$ cat src/rtl/prio_irq_ctrl.sv
module prio_irq_ctrl #(
  parameter int N  = 4,
  parameter int DW = 8
) (
  input  logic          clk,
  input  logic          rst_n,
  input  logic [N-1:0]  irq_in,
  input  logic          reg_we,
  input  logic [1:0]    reg_addr,
  input  logic [DW-1:0] reg_wdata,
  input  logic          int_ack,
  output logic          int_out,
  output logic [DW-1:0] vec_out,
  output logic          vec_drive
);
  localparam int CW = $clog2(N);
  localparam int BW = DW - CW;

  logic [N-1:0]  s1, s2, prev, pend, mask;
  logic [N-1:0]  rise, clr, masked;
  logic [BW-1:0] base;
  logic [CW-1:0] code;
  logic          ien, ist;

  wire wr_mask = reg_we && reg_addr == 2'd0;
  wire wr_clr  = reg_we && reg_addr == 2'd1;
  wire wr_en   = reg_we && reg_addr == 2'd2;
  wire wr_base = reg_we && reg_addr == 2'd3;

  assign rise   = s2 & ~prev;
  assign clr    = wr_clr ? reg_wdata[N-1:0] : '0;
  assign masked = pend & mask;

  always_comb begin
    code = '0;
    for (int i = N - 1; i >= 0; i--)
      if (masked[i]) code = CW'(i);
  end

  always_ff @(posedge clk or negedge rst_n) begin
    if (!rst_n) begin
      s1   <= '0;
      s2   <= '0;
      prev <= '0;
      pend <= '0;
      mask <= '0;
      base <= '0;
      ien  <= 1'b0;
      ist  <= 1'b0;
    end else begin
      s1   <= irq_in;
      s2   <= s1;
      prev <= s2;
      pend <= (pend & ~clr) | rise;
      ist  <= |masked;
      if (wr_mask) mask <= reg_wdata[N-1:0];
      if (wr_base) base <= reg_wdata[BW-1:0];
      if (int_ack)    ien <= 1'b0;
      else if (wr_en) ien <= reg_wdata[0];
    end
  end

  assign int_out   = ien & ist;
  assign vec_drive = int_ack;
  assign vec_out   = int_ack ? {base, code} : '0;


  edge_only_set_chk: assert property (@(posedge clk) disable iff (!rst_n)
    ((pend & ~$past(pend)) & ~$past(rise)) == '0);


  clear_only_by_write_chk: assert property (@(posedge clk) disable iff (!rst_n)
    !wr_clr |=> (pend & $past(pend)) == $past(pend));


  lowest_index_wins_chk: assert property (@(posedge clk) disable iff (!rst_n)
    (vec_drive && |masked) |-> (masked[code] && (masked & ((N'(1) << code) - N'(1))) == '0));


  status_follows_chk: assert property (@(posedge clk) disable iff (!rst_n)
    $rose(ist) |-> $past(|masked));


  ack_clears_chk: assert property (@(posedge clk) disable iff (!rst_n)
    int_ack |=> !int_out);
endmodule

$ cat config.mk
export PLATFORM = sky130hd
export DESIGN_NAME = prio_irq_ctrl
export DESIGN_NICKNAME = d
export VERILOG_FILES = /design/src/rtl/prio_irq_ctrl.sv
export SDC_FILE = /design/constraint.sdc
export NUM_CORES = 1
export LEC_CHECK = 0
export ABC_CLOCK_PERIOD_IN_PS = 900
export BUFFER_PORTS_ARGS = -buffer_cell sky130_fd_sc_hd__buf_2
export CELL_PAD_IN_SITES_DETAIL_PLACEMENT = 2
export CELL_PAD_IN_SITES_GLOBAL_PLACEMENT = 2
export CORE_ASPECT_RATIO = 0.5
export CORE_MARGIN = 1
export CORE_UTILIZATION = 33
export DETAILED_ROUTE_END_ITERATION = 12
export PLACE_DENSITY = 0.81
export SKIP_LAST_GASP = 1
export SYNTH_ARGS = -nofsm -noshare
export SYNTH_HDL_FRONTEND = slang
export SYNTH_SLANG_ARGS = --single-unit
$ cat constraint.sdc
create_clock -name clk -period 0.9 [get_ports clk]
set_input_delay 0 -clock clk [delete_from_list [all_inputs] [get_ports clk]]
set_output_delay 0 -clock clk [all_outputs]
set_load 0.02 [all_outputs]
==> impl_metrics.json <==
{
  "first_pass_iters": 4,
  "ys_top_cells_by_area": "dfrtp_1 68%, mux2_2 11%, and2_1 4.2%",
  "area_delta_synth_final_pct": 45.0,
  "antenna_found_initial": 0,
  "critical_path.max_stage_delay_ns": 0.41,
  "fin_ws_ns": -0.350,
  "hpwlAfterDp_mm": 1.61,
  "track_usage_pct": 21.3,
  "period_minus_slack_ns": 1.25,
  "slew_violations": 0,
  "status": "finished with violations",
  "synth-simple-area-share_pct": 13.6,
  "syn_inst": 73,
  "ys_types": 17,
  "final_cell_mix": "28 x dfrtp_1, 16 x buf_2, 11 x dlygate4sd3_1",
  "synthMuxAreaShare_pct": 11.9,
  "end_kind": "output pin",
  "grt_pass1_wl_mm": 4.91,
  "io_pins": 28,
  "worstMarginPinSlew_ns": 0.621,
  "synth_top_area_cell": "dfrtp_1",
  "cts_buffer_depth": 2,
  "die_x_um": 81.1,
  "final_common_cell": "dfrtp_1",
  "core_mm2": 0.00278,
  "synth_warnings": 0,
  "cts_root_buf": "clkbuf_8",
  "crit_path_max_fanout": 2,
  "dp.cells": 135,
  "synth_area_per_cell_um2": 14.2,
  "clkLatencyLatePin_ns": 0.28,
  "clk_pin_slew_worst_paths_ns": 0.10,
  "nets": 137,
  "totalWireLength_mm": 3.13,
  "critPathTopFamily": "flip-flops",
  "rsz0062_at_grt": "true",
  "drc_errors": 0,
  "numCtsBuffers": 3,
  "synth_top_area_share_pct": 67.8,
  "slew_headroom_pct": 58.6,
  "worstPathCellList": "nand2_2, nand2_2, nor3b_2, buf_4",
  "p_per_area_mw_per_mm2": 2070,
  "seq_area_frac_synth_pct": 67.8,
  "drt_iter0_drc": 42,
  "initial_core_util_pct": 37.2,
  "worstPathArrival_ns": 1.25,
  "syn_nets": 91,
  "final_area_mm2": 0.00150,
  "timing.final.crit_share_pct": 139,
  "hold_path.class": "in -> reg",
  "skew_ns": 0.00786,
  "rows": 13,
  "dpl-instance-area_mm2": 0.00121,
  "clock_sinks": 28,
  "layout-drive-gt1-share_pct": 45.8,
  "synth_top_family_by_area": "simple AND/OR/NAND/NOR gates",
  "hold_violations": 0,
  "critPathBufInv": 1,
  "leakage_nw": 0.714,
  "peakVddDrop_mv": 1.02,
  "die_area_mm2": 0.00337,
  "max_cap_violations": 0,
  "start_kind": "register",
  "syn_area_mm2": 0.00103,
  "diodes": 0,
  "synth-compound-area-share_pct": 4.60,
  "gp_congestion": 0.690,
  "ys_seq_elements": 28,
  "synthAdderAreaFrac_pct": 0,
  "die_height_um": 41.6,
  "cts_max_level": 1,
  "finalNonFillerCells": 155,
  "drtAntennaViolNets": 0,
  "grt_pass1_vias": 833,
  "grt_max_degree": 29,
  "wl_per_cell_um": 20.2,
  "criticalPathCategory": "reg -> out",
  "max_freq_ghz": 0.800,
  "detail_route.vias_per_cell": 4.81,
  "critPathSlowestCell": "dfrtp_1",
  "finalPower_mw": 3.10,
  "grt-ovfl-total": 0,
  "cp_common_cell": "nand2_2",
  "setup_viol": 11,
  "cp_data_required_time_ns": 0.90,
  "vias": 746,
  "synth-xor-area-share_pct": 0,
  "cts_tree": "built",
  "portBuffers": 25,
  "violations": "setup timing"
}
[power by group]
part | total [mW] | internal (mW) | switching [mW]
sequential | 1.49 | 1.40 | 0.0953
clock | 0.998 | 0.596 | 0.402
combinational | 0.608 | 0.326 | 0.282
[kinds of logic after synthesis]
group           after synthesis
mux                          11
buf+inv                       5
flops                        28
simple gates                 23
compound gates                6
[repair_timing]
item / CTS / global route
hold endpoints to repair: 39 / 0
endpoints found under the setup margin: 10 / 12
buffers inserted: 4 / 3
resized for setup: 20 / 3
pin swaps: 4 / 2
hold buffers: 11 / 0
[final timing paths]
check | start | to | slack (ns) | depth (start not counted)
min in group asynchronous | rst_n | pend[1] | 0.28 | 2
hold reg to reg | s1[3] | s2[3] | 0.36 | 0
hold / removal | reg_wdata[0] | base[0] | 0.03 | 2
setup reg to reg | mask[2] | ist | -0.06 | 2
setup / recovery | mask[0] | vec_out[1] | -0.35 | 4
max in group asynchronous | rst_n | pend[3] | 0.22 | 2
[worst reg2reg max path, stage by stage, from the launching register on]
cell and delay (ns):
dfrtp_1 0.42, a22oi_2 0.28, nand3_1 0.14
[synthesized netlist by cell type]
master,instances
a21oi_1,1
a22o_1,4
a22oi_1,1
and2_1,7
and3b_1,1
buf_4,1
dfrtp_1,28
inv_1,4
mux2_2,10
mux2i_1,1
nand2_1,8
nand3_1,2
nand3_2,1
nand3b_1,1
nor2_1,1
nor3b_1,1
nor3b_4,1
[sequential cells by signal, indices dropped and copies added, names as in the netlist]
name,count
base,6
mask,4
pend,4
prev,4
s1,4
s2,4
ien,1
ist,1
[cell type report]
class                           count  area [µm²]
Fill cell                         274        1280
Sequential cell                    28         701
Multi-Input combinational cell     40         337
Timing Repair Buffer               42         329
Tap cell                           37        46.3
Clock buffer                        3        41.3
Clock inverter                      1        30.0
Inverter                            4        15.0
[routing by layer]
metal / track usage (%) / vias up / routed length (µm)
met1: 27.6 / 384 / 1390
met5: 0 / - / 0
met4: 5.36 / 0 / 56
met2: 35.6 / 22 / 1590
met3: 5.49 / 6 / 92
li1: - / 334 / -
[metrics by stage]
stage	setup TNS [ns]	util, %	hold WS (ns)	setup slack (ns)
after floorplan	0	-	-0.296	0.0309
after global placement	-0.0446	43.5	0.0203	-0.0135
after CTS	-1.04	53.3	0.0259	-0.316
after detailed placement	-0.192	43.5	0.0444	-0.0594
after global routing	-1.61	53.9	0.0319	-0.384
final	-1.18	53.9	0.0350	-0.350
(Power assumes the default switching activity.)
